**config.mk**
```make
export PLATFORM = sky130hd
export DESIGN_NAME = ds3_tx_ais_inserter
export DESIGN_NICKNAME = d
export VERILOG_FILES = /design/src/rtl/ais_gen_pkg.sv /design/src/rtl/ais_frame_tracker.sv /design/src/rtl/ais_ctrl.sv /design/src/rtl/ais_pattern_gen.sv /design/src/rtl/ds3_tx_ais_inserter.sv
export SDC_FILE = /design/constraint.sdc
export NUM_CORES = 1
export LEC_CHECK = 0
export ABC_AREA = 1
export BUFFER_PORTS_ARGS = -buffer_cell sky130_fd_sc_hd__buf_2
export CAP_MARGIN = 10
export CORE_MARGIN = 5
export CORE_UTILIZATION = 30
export DETAILED_ROUTE_END_ITERATION = 8
export GPL_TIMING_DRIVEN = 0
export PLACE_DENSITY_LB_ADDON = 0.08
export SYNTH_ARGS = -nofsm -noshare
export SYNTH_HDL_FRONTEND = slang
export SYNTH_SLANG_ARGS = --single-unit
```
**constraint.sdc**
```tcl
create_clock -name clk -period 4.67 [get_ports clk]
set_clock_uncertainty 0.1 [all_clocks]
set_input_delay 0.934 -clock clk [delete_from_list [all_inputs] [get_ports clk]]
set_output_delay 0.934 -clock clk [all_outputs]
set_load 0.01 [all_outputs]
```
**src/rtl/ais_gen_pkg.sv**
```systemverilog
package ais_gen_pkg;

    typedef enum logic [1:0] {
        AIS_NONE     = 2'd0,
        AIS_UNFRAMED = 2'd1,
        AIS_FRAMED   = 2'd2
    } ais_kind_e;

    localparam logic [1:0] MODE_DS3 = 2'd0;

    localparam int DS3_BLOCK_BITS = 85;
    localparam int DS3_BLOCKS     = 8;
    localparam int DS3_SUBFRAMES  = 7;

endpackage

```
**src/rtl/ais_frame_tracker.sv**
```systemverilog
module ais_frame_tracker #(
    parameter int BLOCK_BITS = 85,
    parameter int BLOCKS     = 8,
    parameter int SUBFRAMES  = 7,
    localparam int BW = $clog2(BLOCK_BITS),
    localparam int KW = $clog2(BLOCKS),
    localparam int SW = $clog2(SUBFRAMES)
) (
    input  logic          clk,
    input  logic          rst_n,
    input  logic          sync_i,
    input  logic          adv_i,
    output logic [BW-1:0] bit_o,
    output logic [KW-1:0] blk_o,
    output logic [SW-1:0] sub_o,
    output logic          first_o
);

    typedef struct packed {
        logic [BW-1:0] bit_idx;
        logic [KW-1:0] blk;
        logic [SW-1:0] sub;
    } pos_t;

    localparam logic [BW-1:0] BIT_LAST = BW'(BLOCK_BITS - 1);
    localparam logic [KW-1:0] BLK_LAST = KW'(BLOCKS - 1);
    localparam logic [SW-1:0] SUB_LAST = SW'(SUBFRAMES - 1);

    pos_t cur, pos_d, pos_q;

    always_comb begin
        cur   = sync_i ? '0 : pos_q;
        pos_d = cur;
        if (adv_i) begin
            if (cur.bit_idx == BIT_LAST) begin
                pos_d.bit_idx = '0;
                if (cur.blk == BLK_LAST) begin
                    pos_d.blk = '0;
                    pos_d.sub = (cur.sub == SUB_LAST) ? '0 : cur.sub + 1'b1;
                end else begin
                    pos_d.blk = cur.blk + 1'b1;
                end
            end else begin
                pos_d.bit_idx = cur.bit_idx + 1'b1;
            end
        end
    end

    always_ff @(posedge clk) begin
        if (!rst_n) pos_q <= '0;
        else        pos_q <= pos_d;
    end

    assign bit_o   = cur.bit_idx;
    assign blk_o   = cur.blk;
    assign sub_o   = cur.sub;
    assign first_o = (cur == '0);

    // a masked bit freezes the frame position
    p_pause_hold_r9: assert property (@(posedge clk) disable iff (!rst_n)
        (!adv_i && !sync_i) |=> $stable(pos_q));

endmodule

```
**src/rtl/ais_ctrl.sv**
```systemverilog
module ais_ctrl
    import ais_gen_pkg::*;
(
    input  logic       clk,
    input  logic       rst_n,
    input  logic       first_i,
    input  logic       adv_i,
    input  logic       sw_en_i,
    input  logic       framed_sel_i,
    input  logic       dlb_i,
    input  logic       llb_i,
    input  logic [1:0] mode_i,
    output ais_kind_e  kind_o,
    output logic       locked_o
);

    typedef struct packed {
        ais_kind_e kind;
    } ctrl_t;

    ctrl_t st_d, st_q;
    ais_kind_e want;

    always_comb begin
        want = AIS_NONE;
        if (sw_en_i || dlb_i) begin
            want = (framed_sel_i && mode_i == MODE_DS3) ? AIS_FRAMED : AIS_UNFRAMED;
        end
        st_d = st_q;
        if (first_i && adv_i) st_d.kind = want;
        if (llb_i)            st_d.kind = AIS_NONE;
    end

    always_ff @(posedge clk) begin
        if (!rst_n) st_q.kind <= AIS_NONE;
        else        st_q      <= st_d;
    end

    assign kind_o   = st_d.kind;
    assign locked_o = (st_q.kind == AIS_FRAMED);

    // line loopback leaves no alarm behind
    p_llb_blocks_r2: assert property (@(posedge clk) disable iff (!rst_n)
        llb_i |=> (st_q.kind == AIS_NONE));

    // alarm type moves only on an M-frame start bit or line loopback
    p_frame_boundary_r3: assert property (@(posedge clk) disable iff (!rst_n)
        !$stable(st_q.kind) |-> ($past(first_i && adv_i) || $past(llb_i)));

    // framed alarm is entered only in DS3 mode
    p_framed_ds3_r5: assert property (@(posedge clk) disable iff (!rst_n)
        $rose(st_q.kind == AIS_FRAMED) |-> ($past(mode_i) == MODE_DS3));

endmodule

```
**src/rtl/ais_pattern_gen.sv**
```systemverilog
module ais_pattern_gen
    import ais_gen_pkg::*;
#(
    parameter int BLOCK_BITS = 85,
    parameter int BLOCKS     = 8,
    parameter int SUBFRAMES  = 7,
    localparam int BW = $clog2(BLOCK_BITS),
    localparam int KW = $clog2(BLOCKS),
    localparam int SW = $clog2(SUBFRAMES)
) (
    input  logic          clk,
    input  logic          rst_n,
    input  logic [BW-1:0] bit_i,
    input  logic [KW-1:0] blk_i,
    input  logic [SW-1:0] sub_i,
    input  logic          first_i,
    input  logic          adv_i,
    input  ais_kind_e     kind_i,
    input  logic          data_i,
    output logic          data_o
);

    typedef struct packed {
        logic acc;
        logic par;
    } par_t;

    localparam logic [KW-1:0] BLK_LAST = KW'(BLOCKS - 1);

    par_t pr_d, pr_q;
    logic oh_bit;
    logic frame_bit;

    always_comb begin
        oh_bit = (bit_i == '0);
        if (!oh_bit) begin
            frame_bit = bit_i[0];
        end else if (blk_i == '0) begin
            if (sub_i < SW'(2))      frame_bit = 1'b1;
            else if (sub_i < SW'(4)) frame_bit = pr_q.par;
            else                     frame_bit = (sub_i == SW'(5));
        end else if (blk_i[0]) begin
            frame_bit = (blk_i == KW'(1)) || (blk_i == BLK_LAST);
        end else begin
            frame_bit = 1'b0;
        end

        case (kind_i)
            AIS_UNFRAMED: data_o = 1'b1;
            AIS_FRAMED:   data_o = adv_i ? frame_bit : data_i;
            default:      data_o = data_i;
        endcase

        pr_d = pr_q;
        if (adv_i) begin
            if (first_i) begin
                pr_d.par = pr_q.acc;
                pr_d.acc = 1'b0;
            end else if (!oh_bit) begin
                pr_d.acc = pr_q.acc ^ data_o;
            end
        end
    end

    always_ff @(posedge clk) begin
        if (!rst_n) pr_q <= '0;
        else        pr_q <= pr_d;
    end

    // unframed alarm drives ones on every bit
    p_unframed_ones_r4: assert property (@(posedge clk) disable iff (!rst_n)
        (kind_i == AIS_UNFRAMED) |-> data_o);

    // a masked bit in framed alarm carries the framer's bit
    p_masked_pass_r9: assert property (@(posedge clk) disable iff (!rst_n)
        (kind_i == AIS_FRAMED && !adv_i) |-> (data_o == data_i));

endmodule

```
**src/rtl/ds3_tx_ais_inserter.sv**
```systemverilog
module ds3_tx_ais_inserter
    import ais_gen_pkg::*;
#(
    parameter int BLOCK_BITS = DS3_BLOCK_BITS,
    parameter int BLOCKS     = DS3_BLOCKS,
    parameter int SUBFRAMES  = DS3_SUBFRAMES
) (
    input  logic       clk,
    input  logic       rst_n,
    input  logic       tx_data_i,
    input  logic       mframe_start_i,
    input  logic [1:0] mode_i,
    input  logic       sw_ais_en_i,
    input  logic       framed_sel_i,
    input  logic       dlb_active_i,
    input  logic       llb_active_i,
    input  logic       ohm_mode_i,
    input  logic       oh_mask_i,
    output logic       tx_data_o,
    output logic [1:0] ais_type_o
);

    localparam int BW = $clog2(BLOCK_BITS);
    localparam int KW = $clog2(BLOCKS);
    localparam int SW = $clog2(SUBFRAMES);

    logic          adv;
    logic          locked;
    logic          first;
    logic [BW-1:0] bit_idx;
    logic [KW-1:0] blk_idx;
    logic [SW-1:0] sub_idx;
    ais_kind_e     kind;

    assign adv = !(ohm_mode_i && oh_mask_i);

    ais_frame_tracker #(
        .BLOCK_BITS (BLOCK_BITS),
        .BLOCKS     (BLOCKS),
        .SUBFRAMES  (SUBFRAMES)
    ) u_tracker (
        .clk     (clk),
        .rst_n   (rst_n),
        .sync_i  (mframe_start_i && !locked),
        .adv_i   (adv),
        .bit_o   (bit_idx),
        .blk_o   (blk_idx),
        .sub_o   (sub_idx),
        .first_o (first)
    );

    ais_ctrl u_ctrl (
        .clk          (clk),
        .rst_n        (rst_n),
        .first_i      (first),
        .adv_i        (adv),
        .sw_en_i      (sw_ais_en_i),
        .framed_sel_i (framed_sel_i),
        .dlb_i        (dlb_active_i),
        .llb_i        (llb_active_i),
        .mode_i       (mode_i),
        .kind_o       (kind),
        .locked_o     (locked)
    );

    ais_pattern_gen #(
        .BLOCK_BITS (BLOCK_BITS),
        .BLOCKS     (BLOCKS),
        .SUBFRAMES  (SUBFRAMES)
    ) u_pattern (
        .clk     (clk),
        .rst_n   (rst_n),
        .bit_i   (bit_idx),
        .blk_i   (blk_idx),
        .sub_i   (sub_idx),
        .first_i (first),
        .adv_i   (adv),
        .kind_i  (kind),
        .data_i  (tx_data_i),
        .data_o  (tx_data_o)
    );

    assign ais_type_o = kind;

endmodule

```
# Yosys cells after proc, flatten, opt, wreduce, memory -nomap -nowiden
# Index checks and enable logic that the tools add are counted.
[totals]
regBits = 17
latch_bits = 0
ram_bits = 0
romBits = 0
out_inout_bits = 3
elab_cells = 56
mem_count = 0
[op_classes]
add_sub_neg = 3
n_mul = 0
div_mod_pow = 0
magnitude_cmp = 2
n_eq_ne = 9
shifts = 0
n_mux = 20
n_bitwise = 2
reduce_logical = 14
[ops]
columns = ["cell", "n"]
rows = [
  ["two-way mux 13 bit", 2],
  ["logical NOT 13 bit", 1],
  ["equality test 3 bit, second input constant", 3],
  ["two-way mux 3 bit", 3],
  ["two-way mux 1 bit", 8],
  ["two-way mux 2 bit", 4],
  ["adder 7 x 1 -> 7 bit, second input constant", 1],
  ["equality test 7 bit, second input constant", 1],
  ["logical NOT 7 bit", 1],
  ["two-way mux 7 bit", 1],
  ["adder 3 x 1 -> 3 bit, second input constant", 2],
  ["two-way mux 6 bit", 1],
  ["equality test 2 bit, second input constant", 2],
  ["logical AND 1 bit", 4],
  ["AND reduction 2 bit", 2],
  ["equality test 3 x 1 -> 1 bit, second input constant", 1],
  ["logical NOT 3 bit", 1],
  ["less-than comparator 3 x 2 -> 1 bit, second input constant", 1],
  ["less-than comparator 3 bit, second input constant", 1],
  ["equality test 2 x 1 -> 1 bit, second input constant", 1],
  ["logical NOT 1 bit", 2],
  ["logical NOT 2 bit", 1],
  ["logical OR 1 bit", 2],
  ["inequality test 2 bit, second input constant", 1],
  ["3 further kinds", 3],
]

# Depth between registers and ports, before layout
[logic_depth]
word_depth = 14
mapped_depth = 24

# By module
# A second synthesis with hierarchy kept.
[unflattened]
cells_unflattened = 203
area_unflattened_um2 = 1207.4
[by_module_without_submodules]
columns = ["mod", "instances", "cells_per_inst", "area_each_um2"]
rows = [
  ["ais_frame_tracker", 1, 123, 798.3],
  ["ais_pattern_gen", 1, 51, 265.3],
  ["ais_ctrl", 1, 26, 130.1],
  ["ds3_tx_ais_inserter", 1, 3, 13.8],
]

# Worst setup path after synthesis
# OpenSTA, ideal clock, no wires.
[synth_timing]
path_kind = "input to output"
start = "in mframe_start_i"
end = "out tx_data_o"
arrival_ps = 2792
required_time_ps = 3636
setup_slack_ps = 844
cell_stages = 17
n_path_buf = 0
cell_sequence = "nand2_4 inv_2 nor2_1 inv_1 ha_1 inv_1 a21oi_4 nand3_2 nor2_2 nand2_2 o21ai_0 nor2_2 inv_2 ha_1 inv_1 nor2_1 a21oi_1"
[synth_between]
word_cells_on_any_way = 23
classes_between = "2 x order compare; 5 x eq/ne; 10 x mux; 6 x reduce/logical"
[synth_rtl]
columns = ["element", "line_no", "rtl"]
rows = [
  ["start, declared", "ds3_tx_ais_inserter.sv:11", "input logic mframe_start_i,"],
  ["logical AND 1 bit *", "ds3_tx_ais_inserter.sv:44", ".sync_i (mframe_start_i && !locked),"],
  ["two-way mux 13 bit *", "ais_frame_tracker.sv:32", "cur = sync_i ? '0 : pos_q;"],
  ["logical NOT 13 bit *", "ais_frame_tracker.sv:57", "assign first_o = (cur == '0);"],
  ["logical AND 1 bit *", "ais_ctrl.sv:30", "if (first_i && adv_i) st_d.kind = want;"],
  ["two-way mux 2 bit *", "ais_ctrl.sv:30", ""],
  ["two-way mux 2 bit *", "ais_ctrl.sv:31", "if (llb_i) st_d.kind = AIS_NONE;"],
  ["named net ais_type_o[1]", "ds3_tx_ais_inserter.sv:20", "output logic [1:0] ais_type_o"],
  ["equality test 2 bit or equality test 2 x 1 -> 1 bit (tied branches)", "ais_pattern_gen.sv:48", "case (kind_i)"],
  ["one-hot mux 1 bit (2 select lines) *", "ais_pattern_gen.sv:48", ""],
  ["end, declared", "ds3_tx_ais_inserter.sv:19", "output logic tx_data_o,"],
]
# Mark *: on every way through the listed nets, which the timed path passes. The rest lies on a longest branch.

# Worst setup path in the final report
[layout_timing]
start = "in mframe_start_i"
end = "out tx_data_o"
[layout_between]
elab_chain_len = 9
word_cells_on_any_way = 23
classes_between = "2 x order compare; 5 x eq/ne; 10 x mux; 6 x reduce/logical"
[layout_lines]
columns = ["element", "line_no", "rtl"]
rows = [
  ["logical AND 1 bit *", "ds3_tx_ais_inserter.sv:44", ""],
  ["two-way mux 13 bit *", "ais_frame_tracker.sv:32", ""],
  ["less-than comparator 3 bit, or another cell as far along", "ais_pattern_gen.sv:40", "else if (sub_i < SW'(4)) frame_bit = pr_q.par;"],
  ["two-way mux 1 bit or logical OR 1 bit (tied branches)", "ais_pattern_gen.sv:40, ais_pattern_gen.sv:43", ""],
  ["two-way mux 1 bit, on equally long branches", "ais_pattern_gen.sv:39, ais_pattern_gen.sv:42", ""],
  ["two-way mux 1 bit", "ais_pattern_gen.sv:38", "end else if (blk_i == '0) begin"],
  ["two-way mux 1 bit", "ais_pattern_gen.sv:36", "if (!oh_bit) begin"],
  ["two-way mux 1 bit", "ais_pattern_gen.sv:50", "AIS_FRAMED: data_o = adv_i ? frame_bit : data_i;"],
  ["one-hot mux 1 bit (2 select lines) *", "ais_pattern_gen.sv:48", ""],
]
# Every way passes the cells marked *; elsewhere a longest branch is shown, timed or not.

==> results_dict.tcl <==
set metrics [dict create \
    place_area_um2 1320 \
    synth_warnings 0 \
    via_per_inst 4.45 \
    dieArea_um2 5320 \
    layout_commonest_cell "inv_1" \
    cp_slowest_cell "ha_1" \
    grt_max_degree 11 \
    dp_hpwl_mm 2.12 \
    grt_pass1_wl_mm 4.49 \
    post-route-cell-area_um2 1370 \
    cts_resized 0 \
    synthToLayoutAreaGrowth_pct 14.8 \
    p_per_area_nw_per_um2 243 \
    crit_path_start "mframe_start_i" \
    drive_above_1_share_pct 23.7 \
    fin_tns_setup_ps 0 \
    grt-ovfl-total 0 \
    ctsHoldBuffers 0 \
    syn_nets 192 \
    drc 0 \
    ff2ff_path_depth 22 \
    drv_cap 0 \
    rsz0062_at_grt "false" \
    drt_iter0_markers 49 \
    synth_xor_xnor_area_share_pct 2.21 \
    end_kind "output port" \
    finalSetupViolCount 0 \
    critPathKind "input port to output port" \
    ys_types 30 \
    worst_pin_slew_ps 514 \
    grt_usage_pct 11.0 \
    arrival_ps 3140 \
    cpLargestDelayFamily "simple AND/OR/NAND/NOR gates" \
    path_buf_inv 7 \
    p_leak_nw 0.698 \
    path_clk_slew_ps 70 \
    crit_fanout 8 \
    ir_worst_vdd_uv 69.9 \
    synth_compound_area_share_pct 15.6 \
    gp_congestion 0.799 \
    slew_violations 0 \
    finalHoldViolCount 0 \
    diodes 0 \
    hp-class "flip-flop to flip-flop" \
    post-route-period-util_pct 89.3 \
    io_pins 15 \
    worst_setup_path_start_kind "input port" \
    crit_end "tx_data_o" \
    routed_wl_mm 2.72 \
    io_buffers 14 \
    start_util_pct 31.8 \
    grt_pass1_vias 954 \
    clock_tree.buffer_depth 2 \
    core_um2 3740 \
    synthCells 172 \
    cts_buffers 3 \
    cts_root_buffer "clkbuf_8" \
    vias 1059 \
    period_minus_slack_ps 4170 \
    synth_seq_area_share_pct 28.6 \
    ys_ff_latch 17 \
    die_x_um 72.9 \
    slew_headroom_pct 65.4 \
    die_y_um 72.9 \
    worstPathCellList "buf_2 -> nand2_4 -> inv_2 -> nor2_1 -> inv_1 -> ha_1 -> inv_1 -> a21oi_4 -> nand3_2 -> nor2_2 -> nand2_2 -> o21ai_0 -> nor2_2 -> inv_2 -> ha_1 -> inv_1 -> nor2_1 -> a21oi_1 -> buf_2" \
    yosys.area_share.simple_pct 33.4 \
    nets 211 \
    clk_latency_ps 260 \
    syn_area_per_cell_um2 6.91 \
    max_freq_mhz 240 \
    drt_pass1_iterations 4 \
    cp.depth 19 \
    synth_area_um2 1190 \
    synth_top_family_by_area "simple AND/OR/NAND/NOR gates" \
    wl_per_cell_um 11.4 \
    antenna_found_initial 0 \
    cts_tree "built" \
    post_cts_buffers 0 \
    worst-r2r-setup-slack_ps 1890 \
    htree_num_levels 1 \
    clock-sinks 17 \
    fp-row-count 22 \
    required_ps 3640 \
    cp_common_cell "inv_1" \
    synthMuxAreaShare_pct 0 \
    ant_nets 0 \
    layout_common_cells "27 x inv_1, 26 x nand2_1, 24 x nor2_1" \
    max_stage_delay_ps 300 \
    post-route-util_pct 36.5 \
    status "finished clean" \
    r2r_start "u_ctrl.st_q[0]$_SDFF_PN0_" \
    r2r_end "u_pattern.pr_q[1]$_SDFFE_PN0P_" \
    synthAdderAreaFrac_pct 8.42 \
]
[how the worst min path moves through the flow]
stage,cells past startpoint,slack (ps),startpoint,end
2_1_floorplan,2,340,u_pattern.pr_q[1]$_SDFFE_PN0P_,u_pattern.pr_q[0]$_SDFFE_PN0N_
6_report,2,390,u_pattern.pr_q[1]$_SDFFE_PN0P_,u_pattern.pr_q[0]$_SDFFE_PN0N_
3_3_place_gp,2,370,u_pattern.pr_q[1]$_SDFFE_PN0P_,u_pattern.pr_q[0]$_SDFFE_PN0N_
3_5_place_dp,2,370,u_pattern.pr_q[1]$_SDFFE_PN0P_,u_pattern.pr_q[0]$_SDFFE_PN0N_
4_1_cts,2,390,u_pattern.pr_q[1]$_SDFFE_PN0P_,u_pattern.pr_q[0]$_SDFFE_PN0N_
5_1_grt,2,420,u_pattern.pr_q[1]$_SDFFE_PN0P_,u_pattern.pr_q[0]$_SDFFE_PN0N_
[cells in the mapped netlist]
library cell   n  share of area, %
nand4_1        2               1.1
nand2_4        1              0.95
ha_1           8               8.4
a21oi_4        1               1.4
dfxtp_1       17                29
nand3_2        1              0.84
inv_1         27               8.5
xor2_1         2               1.5
nand2_1       26               8.2
nand3b_1       2               1.3
clkinv_2       1              0.42
nor2_8         1               1.7
o21ai_2        2               1.5
nor2_2         6               3.2
buf_6          1              0.95
nand3_1        5               2.1
o21a_1         1              0.63
nor2_4         1              0.95
nand2_2        4               2.1
nor3_1         2              0.84
inv_2          6               1.9
a21oi_1       12               5.1
o21ai_0        8               3.4
nor2_1        24               7.6
a31oi_1        1              0.53
a211oi_1       3               1.9
xnor2_1        1              0.74
nand4_2        2               2.1
nor4_1         1              0.53
o21ai_1        3               1.3
[worst reg2reg max path, cell delays in order (launching register included)]
cell and delay, ps:
dfxtp_1 310, inv_2 60, nand2_2 60, nand2_4 130, inv_2 90, nor2_1 230, inv_1 100, ha_1 220
inv_1 100, a21oi_4 50, nand3_2 80, nor2_2 50, nand2_2 90, o21ai_0 100, nor2_2 150, inv_2 60
ha_1 300, nor2_1 130, nand2_1 90, nand3_1 70, nand2_1 50, inv_1 40, nor2_1 40
[where the power goes]
group	leakage (nW)	switching, mW	internal, mW
clock network	0.0255	0.0551	0.0594
registers	0.138	0.00176	0.149
logic	0.534	0.0419	0.0242
[through the flow]
| step | hold slack, ps | setup slack [ps] | power, mW | instances |
|---|---|---|---|---|
| 2_1_floorplan | 344 | 844 | 0.202 | 172 |
| 3_3_place_gp | 373 | 495 | 0.220 | 234 |
| 3_5_place_dp | 372 | 462 | 0.222 | 234 |
| 4_1_cts | 388 | 449 | 0.341 | 238 |
| 5_1_grt | 417 | 252 | 0.354 | 238 |
| 6_report | 390 | 498 | 0.332 | 238 |
[layer usage]
metal / vias to the layer above / GRT usage, % / part of all wire (%)
met5: - / 0 / 0
met4: 0 / 6.76 / 2.5
met3: 4 / 2.34 / 4.6
met2: 15 / 16.1 / 42
met1: 462 / 14.4 / 51
li1: 578 / - / -
[kinds of logic after synthesis]
family	Yosys count
and+or+nand+nor	78
DFF	17
buffers and inverters	35
xor gates and xnor gates	3
AOI/OAI and AO/OA	31
adders and majority gates	8
[final cells by class]
class                           count  area (um^2)
Tap cell                           48         60.1
Clock buffer                        3         41.3
Sequential cell                    17          340
Fill cell                         435         2380
Timing Repair Buffer               14         70.1
Clock inverter                      1         5.00
Buffer                              1         11.3
Multi-Input combinational cell    120          708
Inverter                           34          129
[registers in the layout (all words and copies together) (netlist names)]
register / count
u_pattern.pr_q: 2
u_ctrl.st_q: 2
u_tracker.pos_q: 13
Note: power is estimated with default switching activity, not from simulation.
